==> config.mk <==
export PLATFORM = sky130hd
export DESIGN_NAME = cache_range_engine
export DESIGN_NICKNAME = d
export VERILOG_FILES = /design/src/rtl/cre_pkg.sv /design/src/rtl/cre_datapath.sv /design/src/rtl/cre_ctrl.sv /design/src/rtl/cache_range_engine.sv
export SDC_FILE = /design/constraint.sdc
export NUM_CORES = 1
export LEC_CHECK = 0
export ABC_CLOCK_PERIOD_IN_PS = 2200
export BUFFER_PORTS_ARGS = -buffer_cell sky130_fd_sc_hd__buf_2
export CAP_MARGIN = 20
export CORE_MARGIN = 2
export CORE_UTILIZATION = 45
export CTS_CLUSTER_SIZE = 16
export DETAILED_ROUTE_END_ITERATION = 8
export PLACE_DENSITY = 0.68
export SETUP_SLACK_MARGIN = 0.2
export SYNTH_ARGS = -nofsm -noshare
export SYNTH_HDL_FRONTEND = slang
export SYNTH_SLANG_ARGS = --single-unit
==> constraint.sdc <==
create_clock -name clk -period 2.2 [get_ports clk]
set_input_delay 0.22 -clock clk [delete_from_list [all_inputs] [get_ports clk]]
set_output_delay 0.22 -clock clk [all_outputs]
set_load 0.01 [all_outputs]
==> src/rtl/cre_pkg.sv <==
package cre_pkg;
  // command kinds
  localparam logic [2:0] KIND_CLEAN1  = 3'd1;
  localparam logic [2:0] KIND_INV1    = 3'd2;
  localparam logic [2:0] KIND_CLINV1  = 3'd3;
  localparam logic [2:0] KIND_RCLEAN  = 3'd4;
  localparam logic [2:0] KIND_RINV    = 3'd5;
  localparam logic [2:0] KIND_REND    = 3'd6;

  // line operation codes
  localparam logic [1:0] OP_CLEAN = 2'd1;
  localparam logic [1:0] OP_INV   = 2'd2;
  localparam logic [1:0] OP_CLINV = 2'd3;

  typedef struct packed {
    logic       loadStart;
    logic       loadSingle;
    logic       launch;
    logic       advance;
    logic [1:0] op;
  } ctrlStrobes_t;
endpackage

==> src/rtl/cre_datapath.sv <==
module cre_datapath
  import cre_pkg::*;
#(
  parameter int ADDR_W     = 32,
  parameter int LINE_BYTES = 32,
  parameter int PAGE_BYTES = 4096
) (
  input  logic              clk,
  input  logic              rstN,
  input  ctrlStrobes_t      strb,
  input  logic [ADDR_W-1:0] cmdAddr,
  output logic              rangeBad,
  output logic              rangeEmpty,
  output logic              atEnd,
  output logic [ADDR_W-1:0] reqAddr,
  output logic [1:0]        reqOp
);
  localparam int LINE_BITS = $clog2(LINE_BYTES);
  localparam int LN_W      = ADDR_W - LINE_BITS;
  localparam int PG_SHIFT  = $clog2(PAGE_BYTES) - LINE_BITS;

  logic [LN_W-1:0] startLine, endLine, curLine;
  logic [LN_W-1:0] cmdLine;
  logic [1:0]      rangeOp;

  assign cmdLine = cmdAddr[ADDR_W-1:LINE_BITS];

  always_ff @(posedge clk) begin
    if (!rstN) begin
      startLine <= '0;
      endLine   <= '0;
      curLine   <= '0;
      rangeOp   <= OP_CLEAN;
      reqOp     <= OP_CLEAN;
    end else begin
      if (strb.loadStart) begin
        startLine <= cmdLine;
        rangeOp   <= strb.op;
      end
      if (strb.loadSingle) begin
        curLine <= cmdLine;
        endLine <= cmdLine;
        reqOp   <= strb.op;
      end else if (strb.launch) begin
        curLine <= startLine;
        endLine <= cmdLine;
        reqOp   <= rangeOp;
      end else if (strb.advance) begin
        curLine <= curLine + 1'b1;
      end
    end
  end

  generate
    if (PG_SHIFT >= LN_W) begin : g_onePage
      assign rangeBad = 1'b0;
    end else begin : g_pageCheck
      logic [LN_W-1:0] lineDiff;
      assign lineDiff = startLine ^ cmdLine;
      assign rangeBad = |lineDiff[LN_W-1:PG_SHIFT];
    end
  endgenerate

  assign rangeEmpty = cmdLine < startLine;
  assign atEnd      = curLine == endLine;
  assign reqAddr    = {curLine, {LINE_BITS{1'b0}}};
endmodule

==> src/rtl/cre_ctrl.sv <==
module cre_ctrl
  import cre_pkg::*;
(
  input  logic         clk,
  input  logic         rstN,
  input  logic         cmdValid,
  input  logic [2:0]   cmdKind,
  input  logic         rangeBad,
  input  logic         rangeEmpty,
  input  logic         atEnd,
  input  logic         lineReqAck,
  output ctrlStrobes_t strb,
  output logic         walking,
  output logic         rangeError
);
  typedef enum logic {S_IDLE, S_WALK} state_t;

  state_t state, stateNext;
  logic   armed, armedNext;
  logic   errNext;
  logic   take;

  assign take = cmdValid && (state == S_IDLE);

  always_comb begin
    strb      = '0;
    stateNext = state;
    armedNext = armed;
    errNext   = rangeError;
    if (state == S_WALK) begin
      if (lineReqAck) begin
        if (atEnd) stateNext = S_IDLE;
        else       strb.advance = 1'b1;
      end
    end else if (take) begin
      unique case (cmdKind)
        KIND_CLEAN1, KIND_INV1, KIND_CLINV1: begin
          strb.loadSingle = 1'b1;
          strb.op         = cmdKind[1:0];
          stateNext       = S_WALK;
          armedNext       = 1'b0;
          errNext         = 1'b0;
        end
        KIND_RCLEAN, KIND_RINV: begin
          strb.loadStart = 1'b1;
          strb.op        = (cmdKind == KIND_RINV) ? OP_INV : OP_CLEAN;
          armedNext      = 1'b1;
          errNext        = 1'b0;
        end
        KIND_REND: begin
          if (armed) begin
            armedNext = 1'b0;
            if (rangeBad) begin
              errNext = 1'b1;
            end else begin
              errNext = 1'b0;
              if (!rangeEmpty) begin
                strb.launch = 1'b1;
                stateNext   = S_WALK;
              end
            end
          end
        end
        default: ;
      endcase
    end
  end

  always_ff @(posedge clk) begin
    if (!rstN) begin
      state      <= S_IDLE;
      armed      <= 1'b0;
      rangeError <= 1'b0;
    end else begin
      state      <= stateNext;
      armed      <= armedNext;
      rangeError <= errNext;
    end
  end

  assign walking = state == S_WALK;
endmodule

==> src/rtl/cache_range_engine.sv <==
module cache_range_engine
  import cre_pkg::*;
#(
  parameter int ADDR_W     = 32,
  parameter int LINE_BYTES = 32,
  parameter int PAGE_BYTES = 4096
) (
  input  logic              clk,
  input  logic              rstN,
  input  logic              cmdValid,
  input  logic [2:0]        cmdKind,
  input  logic [ADDR_W-1:0] cmdAddr,
  output logic              busy,
  output logic              rangeError,
  output logic              lineReqValid,
  output logic [1:0]        lineReqOp,
  output logic [ADDR_W-1:0] lineReqAddr,
  input  logic              lineReqAck
);
  ctrlStrobes_t strb;
  logic rangeBad, rangeEmpty, atEnd, walking;

  cre_ctrl u_ctrl (
    .clk        (clk),
    .rstN       (rstN),
    .cmdValid   (cmdValid),
    .cmdKind    (cmdKind),
    .rangeBad   (rangeBad),
    .rangeEmpty (rangeEmpty),
    .atEnd      (atEnd),
    .lineReqAck (lineReqAck),
    .strb       (strb),
    .walking    (walking),
    .rangeError (rangeError)
  );

  cre_datapath #(
    .ADDR_W     (ADDR_W),
    .LINE_BYTES (LINE_BYTES),
    .PAGE_BYTES (PAGE_BYTES)
  ) u_dp (
    .clk        (clk),
    .rstN       (rstN),
    .strb       (strb),
    .cmdAddr    (cmdAddr),
    .rangeBad   (rangeBad),
    .rangeEmpty (rangeEmpty),
    .atEnd      (atEnd),
    .reqAddr    (lineReqAddr),
    .reqOp      (lineReqOp)
  );

  assign busy         = walking;
  assign lineReqValid = walking;
endmodule

Yosys cells after proc, flatten, opt, wreduce, memory -nomap -nowiden
Cells that the tools add are included.
{"block": "op_classes", "add_sub_neg": 1, "n_reduce_logical": 12, "order_cmp": 1, "eq_ne": 8, "n_bitwise": 2, "muxes": 30}
{"cell": "2-to-1 mux 27 bit", "n": 5}
{"cell": "adder 27 x 1 -> 27 bit, second input constant", "n": 1}
{"cell": "== test 27 bit", "n": 1}
{"cell": "< comparator 27 bit", "n": 1}
{"cell": "XOR 27 bit", "n": 1}
{"cell": "OR reduction 20 bit", "n": 1}
{"cell": "2-to-1 mux 1 bit", "n": 14}
{"cell": "2-to-1 mux 2 bit", "n": 5}
{"cell": "== test 3 bit, second input constant", "n": 3}
{"cell": "== test 3 x 2 -> 1 bit, second input constant", "n": 2}
{"cell": "2-to-1 mux 3 bit", "n": 2}
{"cell": "case mux 1 bit (2 select lines)", "n": 3}
{"cell": "nonzero test 2 bit", "n": 3}
{"cell": "OR reduction 5 bit", "n": 1}
{"cell": "case mux 2 bit (2 select lines)", "n": 1}
{"cell": "AND reduction 4 bit", "n": 1}
{"cell": "OR reduction 4 bit", "n": 1}
{"cell": "== test 3 x 1 -> 1 bit, second input constant", "n": 1}
{"cell": "AND reduction 3 bit", "n": 1}
{"cell": "nonzero test 3 bit", "n": 1}
{"cell": "OR reduction 3 bit", "n": 1}
{"cell": "inequality test 2 x 1 -> 1 bit, second input constant", "n": 1}
{"cell": "OR reduction 2 bit", "n": 1}
{"cell": "logical AND 1 bit", "n": 1}
{"cell": "NOT 1 bit", "n": 1}
{"block": "totals", "reg_bits": 88, "output_inout_bits": 37}

Longest topological paths before layout
Gate-level depths: netlist of run 1.
{"block": "logic_depth", "word_depth": 9, "ltp_mapped": 11}

Hierarchy
A second synthesis of run 1 with hierarchy kept.
{"block": "hier_totals", "hier_cells": 669, "hier_area_um2": 5292.6}
{"module": "cre_datapath", "cells_per_inst": 630, "seq_area_each_um2": 1701.6, "instances": 1, "area_each_um2": 5016.1}
{"module": "cre_ctrl", "cells_per_inst": 38, "seq_area_each_um2": 60.1, "instances": 1, "area_each_um2": 269.0}
{"module": "cache_range_engine", "cells_per_inst": 1, "seq_area_each_um2": 0.0, "instances": 1, "area_each_um2": 7.5}

Worst setup path before layout of run 1
No wires, ideal clock.
{"block": "synth_path", "path_kind": "reg2reg", "start": "register u_dp.startLine[18]", "end": "register u_dp.curLine[26]", "path_slack_ps": -78, "path_stages_with_launch": 12, "path_buffers": 2, "arrival_ps": 2153, "period_less_slack_ps": 2278, "path_cell_list": "dfxtp_1 > inv_1 > ha_1 > nand4_1 > or3_1 > nor3_2 > nand3_2 > or2_1 > buf_6 > buf_8 > a31oi_1 > a31oi_1"}
{"block": "synth_via", "elab_chain_len": 9}
{"item": "start: declaration", "line_no": "cre_datapath.sv:22", "source": "logic [LN_W-1:0] startLine, endLine, curLine;"}
{"item": "start signal: assignment", "line_no": "cre_datapath.sv:37", "source": "startLine <= cmdLine;"}
{"item": "< comparator 27 bit / XOR 27 bit (equally long branches)", "line_no": "cre_datapath.sv:64, cre_datapath.sv:59"}
{"item": "2-to-1 mux 1 bit / OR reduction 20 bit (equally long branches)", "line_no": "cre_ctrl.sv:57, cre_datapath.sv:60"}
{"item": "2-to-1 mux 1 bit (*)", "line_no": "cre_ctrl.sv:53", "source": "if (rangeBad) begin"}
{"item": "2-to-1 mux 1 bit (*)", "line_no": "cre_ctrl.sv:51", "source": "if (armed) begin"}
{"item": "2-to-1 mux 1 bit (*)", "line_no": "cre_ctrl.sv:36", "source": "unique case (cmdKind)"}
{"item": "2-to-1 mux 3 bit (*)", "line_no": "cre_ctrl.sv:35", "source": "end else if (take) begin"}
{"item": "2-to-1 mux 3 bit (*)", "line_no": "cre_ctrl.sv:30", "source": "if (state == S_WALK) begin"}
{"item": "2-to-1 mux 27 bit", "line_no": "cre_datapath.sv:44", "source": "end else if (strb.launch) begin"}
{"item": "2-to-1 mux 27 bit", "line_no": "cre_datapath.sv:40", "source": "if (strb.loadSingle) begin"}
{"item": "end signal: assignment", "line_no": "cre_datapath.sv:41", "source": "curLine <= cmdLine;"}
{"item": "end signal: assignment", "line_no": "cre_datapath.sv:45", "source": "curLine <= startLine;"}
{"item": "end signal: assignment", "line_no": "cre_datapath.sv:49", "source": "curLine <= curLine + 1'b1;"}
{"item": "end: declaration", "line_no": "cre_datapath.sv:22"}
Every way passes the cells marked *; elsewhere a longest branch is shown, timed or not.
A chain may end at the register's enable or synchronous reset.

Worst setup path after layout of run 1
{"block": "layout_path", "start": "register u_dp.startLine[22]", "end": "register u_dp.curLine[23]"}
Same word-level chain as after synthesis.

==> results.json, run 1 <==
{
  "critPathBufInv": 4,
  "fin_cells": 995,
  "timing.fmax_mhz": 421,
  "slowest_stage": "dfxtp_2",
  "antenna_found_initial": 0,
  "ant_nets": 0,
  "finalMaxSlewViolations": 0,
  "drcViolationCount": 0,
  "ys_seq_area_share_pct": 34.3,
  "slew_headroom_pct": 59.8,
  "cts_hold_repair.buffers": 0,
  "peakVddDrop_mv": 0.400,
  "hp-class": "input pin to register",
  "timing.final.crit_share_pct": 108,
  "initial_core_util_pct": 45.6,
  "ys_ff_latch": 88,
  "io_buffers": 65,
  "max-cap-violations": 0,
  "final_area_um2": 7910,
  "p_per_area_nw_per_um2": 548,
  "clk_pin_slew_ns": 0.06,
  "cts_root_buffer": "clkbuf_16",
  "h-tree-depth": 3,
  "synth.cell_area_um2": 5140,
  "min_period_ns": 2.38,
  "grt_usage_pct": 29.4,
  "dp_cells": 949,
  "cts.sinks": 88,
  "ys.flop_type": "dfxtp_1",
  "ys_warn_count": 0,
  "grt_max_degree": 33,
  "die-area_um2": 12300,
  "cp_max_fo": 16,
  "top_level_ports": 76,
  "grt_overflow": 0,
  "hold_violations": 0,
  "via_per_inst": 5.87,
  "cpPeakStageDelay_ns": 0.33,
  "setup_violations": 57,
  "drive_gt1_share_pct": 48.8,
  "area.growth.synth_to_final_pct": 53.8,
  "clockBufferDepth": 2,
  "core_area_um2": 11300,
  "r2r_slack_ns": -0.18,
  "cts_buffers": 9,
  "total_power_mw": 4.33,
  "rsz0062_at_grt": "true",
  "critPathTopFamily": "compound AO/OA/AOI/OAI gates",
  "vias": 5837,
  "avgSynthCellArea_um2": 7.67,
  "setup_tns_ns": -5.66,
  "worstPathRequired_ns": 2.43,
  "status": "complete, but fails checks",
  "cp-end-kind": "register",
  "syn_inst": 670,
  "wirelength_um": 19700,
  "synth-async-reset-ratio_pct": 0,
  "drtIter0Drc": 454,
  "nets": 914,
  "crit_path_start_kind": "register",
  "wire_per_inst_um": 19.8,
  "pre_cts_ws_ns": -0.214,
  "cts_tree": "built",
  "routabilityCongestion": 0.924,
  "grt_pass1_wl_um": 28800,
  "die_w_um": 111,
  "grt_pass1_vias": 5593,
  "dp_hpwl_um": 11800,
  "insertedDiodeCount": 0,
  "cp_cell_sequence": "inv_2 > ha_4 > a21oi_2 > o21ai_4 > a22oi_2 > and4b_2 > buf_6 > o211ai_4 > buf_12 > buf_12 > o21ai_0 > a31oi_1",
  "tightest_slew_ns": 0.603,
  "critPathArrivalTime_ns": 2.61,
  "synth_cell_types": 55,
  "fin_ws_ns": -0.177,
  "total_leakage_power_nw": 3.30,
  "violations": "setup timing",
  "placed_area_um2": 6330,
  "die_y_um": 111,
  "drt_pass1_iterations": 5,
  "finClkSkew_ns": 0.00770,
  "synth-edff-count": 0,
  "crit_top_cell": "buf_12",
  "clk-insertion-delay-late_ns": 0.35,
  "worstSetupPathType": "register to register",
  "row_count": 39
}
==> cells in the mapped netlist, types with 2 or more instances <==
cell      number  share of area (%)
or2_1          2               0.24
buf_4          8                1.2
xor2_1        33                5.6
a211oi_1       3               0.44
nand4_1        6               0.73
nand2_1      151                 11
o211a_1        2               0.39
o21ai_2        2               0.34
nor3_1        15                1.5
o221ai_1       9                1.5
o22ai_1        7               0.85
nor2_1        36                2.6
a31oi_1       20                2.4
o211ai_1       3               0.44
o31ai_1        2               0.29
buf_2         13                1.3
nand2b_1       3               0.37
nor4_1        15                1.8
dfxtp_1       88                 34
xnor2_1       12                2.0
nand3_1       11                1.1
a21o_1         2               0.29
mux2i_1        5               0.97
or3_1          4               0.49
buf_6          7                1.5
o211ai_4       2               0.83
ha_1          27                6.6
inv_1         33                2.4
a22oi_1        4               0.58
a21oi_1       69                6.7
o21ai_0       23                2.2
o31a_1         4               0.68
clkbuf_1      18                1.3
and4_1         6                1.0
and2_1         5               0.61
==> layer usage <==
| metal | track usage (%) | up-vias | wire length (um) |
|---|---|---|---|
| met5 | 0 | - | 0 |
| met4 | 14.8 | 0 | 950 |
| met3 | 5.30 | 68 | 1490 |
| met2 | 49.7 | 313 | 9550 |
| met1 | 36.0 | 2794 | 7660 |
| li1 | - | 2662 | - |
==> state kept, by name (all words and copies together) (netlist names) <==
register / flops
u_dp.curLine: 27
u_ctrl.armed: 1
u_dp.rangeOp: 2
u_dp.endLine: 27
u_ctrl.walking: 1
u_dp.reqOp: 2
u_dp.startLine: 27
u_ctrl.rangeError: 1
==> worst register-to-register path, delay by kind of cell, from the launching register on <==
kind / cells / cell delay, ns
AO/OA/AOI/OAI: 6 / 0.84
adder cells (fa/ha/maj): 1 / 0.25
buffers and inverters: 4 / 0.50
flip-flops: 1 / 0.33
AND/OR/NAND/NOR: 1 / 0.32
==> final timing paths <==
| path | start | end | cells after the start |
|---|---|---|---|
| worst max-delay path | u_dp.startLine[22]$_SDFFE_PN0P_ | u_dp.curLine[23]$_SDFFE_PN0P_ | 12 |
| worst min-delay path | cmdAddr[5] | u_dp.startLine[0]$_SDFFE_PN0P_ | 3 |
| worst max register to register | u_dp.startLine[22]$_SDFFE_PN0P_ | u_dp.curLine[23]$_SDFFE_PN0P_ | 12 |
| worst min register to register | u_dp.startLine[23]$_SDFFE_PN0P_ | u_dp.startLine[23]$_SDFFE_PN0P_ | 2 |
==> stage by stage <==
step	util, %	hold slack (ns)
after detailed placement	56.2	0.446
after global routing	70.2	0.177
final	70.2	0.161
after global placement	56.2	0.442
after CTS	65.8	0.153
after floorplan	-	0.348
==> what timing repair did <==
action,in CTS,in global routing
gates cloned,4,0
pin swaps,23,57
gates resized for setup,149,112
buffers inserted,20,7
endpoints found under the setup margin,57,58
==> cells by family (layout without fill, tap and decap cells) <==
group	Yosys count	after routing	synth area share [%]
flip-flops	88	88	34.3
other	1	5	0.0730
buffers and inverters	82	260	8.13
XOR/XNOR	45	45	7.67
adder cells (fa/ha/maj)	27	27	6.57
AND/OR/NAND/NOR	262	262	23.0
multiplexers	5	5	0.974
AO/OA/AOI/OAI	160	160	19.3
==> area by class of cell <==
type	count	area (um2)
repair buffers	211	1700
flip-flops and latches	88	1790
fillers	791	3360
clock buffers	11	233
clock inverters	4	22.5
well taps	143	179
inverters	34	128
multi-input cells	504	3850
==> cell usage in the layout, fill, tap and decap left out, types with 22 or more instances in the layout <==
cell / instances
a21oi_2: 34
buf_6: 22
nand2_1: 109
dfxtp_1: 66
buf_2: 65
nor2_1: 32
xor2_1: 28
buf_4: 107
dfxtp_2: 22
a21oi_1: 35
nand2_2: 26
==> where the power goes <==
| group | total, mW | switching [mW] | internal, mW |
|---|---|---|---|
| sequential | 1.75 | 0.0756 | 1.68 |
| combinational | 1.17 | 0.631 | 0.541 |
| clock | 1.41 | 0.657 | 0.755 |
Note: power is estimated with default switching activity, not from simulation.
==> run 2, diff against run 1 <==
Settings changed: ABC_CLOCK_PERIOD_IN_PS 2200 to 2390, MAX_ROUTING_LAYER from default to met4, PLACE_DENSITY 0.68 to 0.65.
Clock period 2.2 ns to 2.39 ns, I/O delays scaled along.
==> run 2 against run 1 <==
Effect of this change:
- the flow now finishes without violations
- power fell by 7.7%
- clock power about the same
- via count fell by 5.4%
- sequential share of layout area grew 1.2 points
- largest cell class unchanged
==> results.json, run 2 (synthesized netlist as in run 1, its figures left out) <==
{
  "cts_hold_repair.buffers": 0,
  "routabilityCongestion": 0.939,
  "grt_overflow": 0,
  "die-area_um2": 12300,
  "vias": 5519,
  "grt_pass1_vias": 5202,
  "tightest_slew_ns": 0.718,
  "h-tree-depth": 3,
  "worstSetupPathType": "register to register",
  "cts_tree": "built",
  "crit_start": "u_dp.startLine[22]$_SDFFE_PN0P_",
  "layout_common_cells": "nand2_1 (122), dfxtp_1 (67), buf_2 (66)",
  "worstPathRequired_ns": 2.65,
  "cp_max_fo": 6,
  "die_y_um": 111,
  "nets": 859,
  "initial_core_util_pct": 45.6,
  "ant_nets": 0,
  "cp-end-kind": "register",
  "timing.fmax_mhz": 423,
  "wirelength_um": 18600,
  "total_leakage_power_nw": 3.03,
  "hold_start": "cmdAddr[5]",
  "dp_hpwl_um": 11000,
  "final_common_cell": "nand2_1",
  "dp_cells": 887,
  "antenna_found_initial": 0,
  "drive_gt1_share_pct": 43.0,
  "grt_pass1_wl_um": 27000,
  "drtIter0Drc": 473,
  "wire_per_inst_um": 19.7,
  "slew_headroom_pct": 51.8,
  "fin_cells": 941,
  "rsz0062_at_grt": "true",
  "drcViolationCount": 0,
  "critPathArrivalTime_ns": 2.63,
  "reg2regPathDepth": 13,
  "crit_path_start_kind": "register",
  "status": "completed",
  "cts_root_buffer": "clkbuf_16",
  "die_w_um": 111,
  "reg2reg_from": "u_dp.startLine[22]$_SDFFE_PN0P_",
  "clk_pin_slew_ns": 0.07,
  "io_buffers": 65,
  "peakVddDrop_mv": 0.323,
  "insertedDiodeCount": 0,
  "finalMaxSlewViolations": 0,
  "cts.sinks": 88,
  "p_per_area_nw_per_um2": 532,
  "drt_pass1_iterations": 5,
  "row_count": 39,
  "cts_buffers": 9,
  "setup_violations": 0,
  "hold_violations": 0,
  "timing.final.crit_share_pct": 99.0,
  "hp-class": "input pin to register",
  "total_power_mw": 4.00,
  "grt_max_degree": 44,
  "area.growth.synth_to_final_pct": 46.3,
  "core_area_um2": 11300,
  "clockBufferDepth": 2,
  "min_period_ns": 2.37,
  "whs_path_depth": 3,
  "reg_top3": "u_dp.curLine: 27 flops, u_dp.endLine: 27 flops, u_dp.startLine: 27 flops",
  "via_per_inst": 5.87,
  "grt_usage_pct": 28.6,
  "max-cap-violations": 0,
  "fillers": 856,
  "top_level_ports": 76,
  "finClkSkew_ns": 0.0102,
  "clk-insertion-delay-late_ns": 0.35
}
run 2: cell count changes in the layout (fill, tap and decap cells not counted), sizes merged:
cell    before  now
clkbuf      11   17
buf        211  153
clkinv       4    2
run 2: power breakdown:
part	internal, mW	switching, mW	total [mW]
logic	0.442	0.550	0.993
clock network	0.790	0.603	1.39
registers	1.54	0.0732	1.62
run 2: repair_timing:
action                     in CTS  in global routing
setup endpoints to repair      56                 57
cloned                          4                  5
setup buffers                  20                  9
resized for setup              93                147
pin swaps                      41                 82
run 2: critical path, cell delays in order, from the launching register on:
cell and delay [ns]:
dfxtp_2 0.34, inv_2 0.05, ha_4 0.22, buf_6 0.12, a21oi_4 0.14, o21ai_2 0.09, a22oi_2 0.20, and4b_2 0.35
buf_6 0.12, o21a_4 0.16, buf_6 0.14, buf_8 0.14, nand2_2 0.06, a21oi_2 0.13
run 2: layout make-up:
type                       instances  area, um2  share of cell area [%]
clock inverter                     2       12.5                   0.166
inverter                          34        128                    1.70
multi-input combinational        504       3840                    51.1
sequential                        88       1790                    23.8
timing repair buffer             156       1290                    17.2
tap                              143        179                    2.38
clock buffer                      14        274                    3.64
run 2: path summary, 6_finish.rpt:
check                                                        to  slack (ns)
worst min-delay path             u_dp.startLine[0]$_SDFFE_PN0P_        0.17
worst min register to register  u_dp.startLine[24]$_SDFFE_PN0P_        0.45
worst max-delay path              u_dp.endLine[18]$_SDFFE_PN0P_        0.02
worst max register to register    u_dp.endLine[18]$_SDFFE_PN0P_        0.02
run 2: metal layers:
metal / GRT usage (%) / up-vias / share of wire (%)
met3: 5.63 / 53 / 6.8
met1: 35.2 / 2637 / 41
met4: 14.2 / 0 / 3.2
met2: 45.1 / 267 / 49
li1: - / 2562 / -
met5: - / - / 0
run 2: per-stage QoR:
step / setup slack, ns / utilization [%] / hold slack (ns) / area [um2] / setup TNS, ns
after global routing: -0.0397 / 66.7 / 0.172 / 7520 / -0.308
after detailed placement: -0.0183 / 52.0 / 0.450 / 5860 / -0.0593
after CTS: 0.140 / 59.9 / 0.155 / 6750 / 0
final: 0.0248 / 66.7 / 0.166 / 7520 / 0
after floorplan: 0.149 / - / 0.367 / 5200 / 0
after global placement: 0.0430 / 52.0 / 0.442 / 5860 / 0
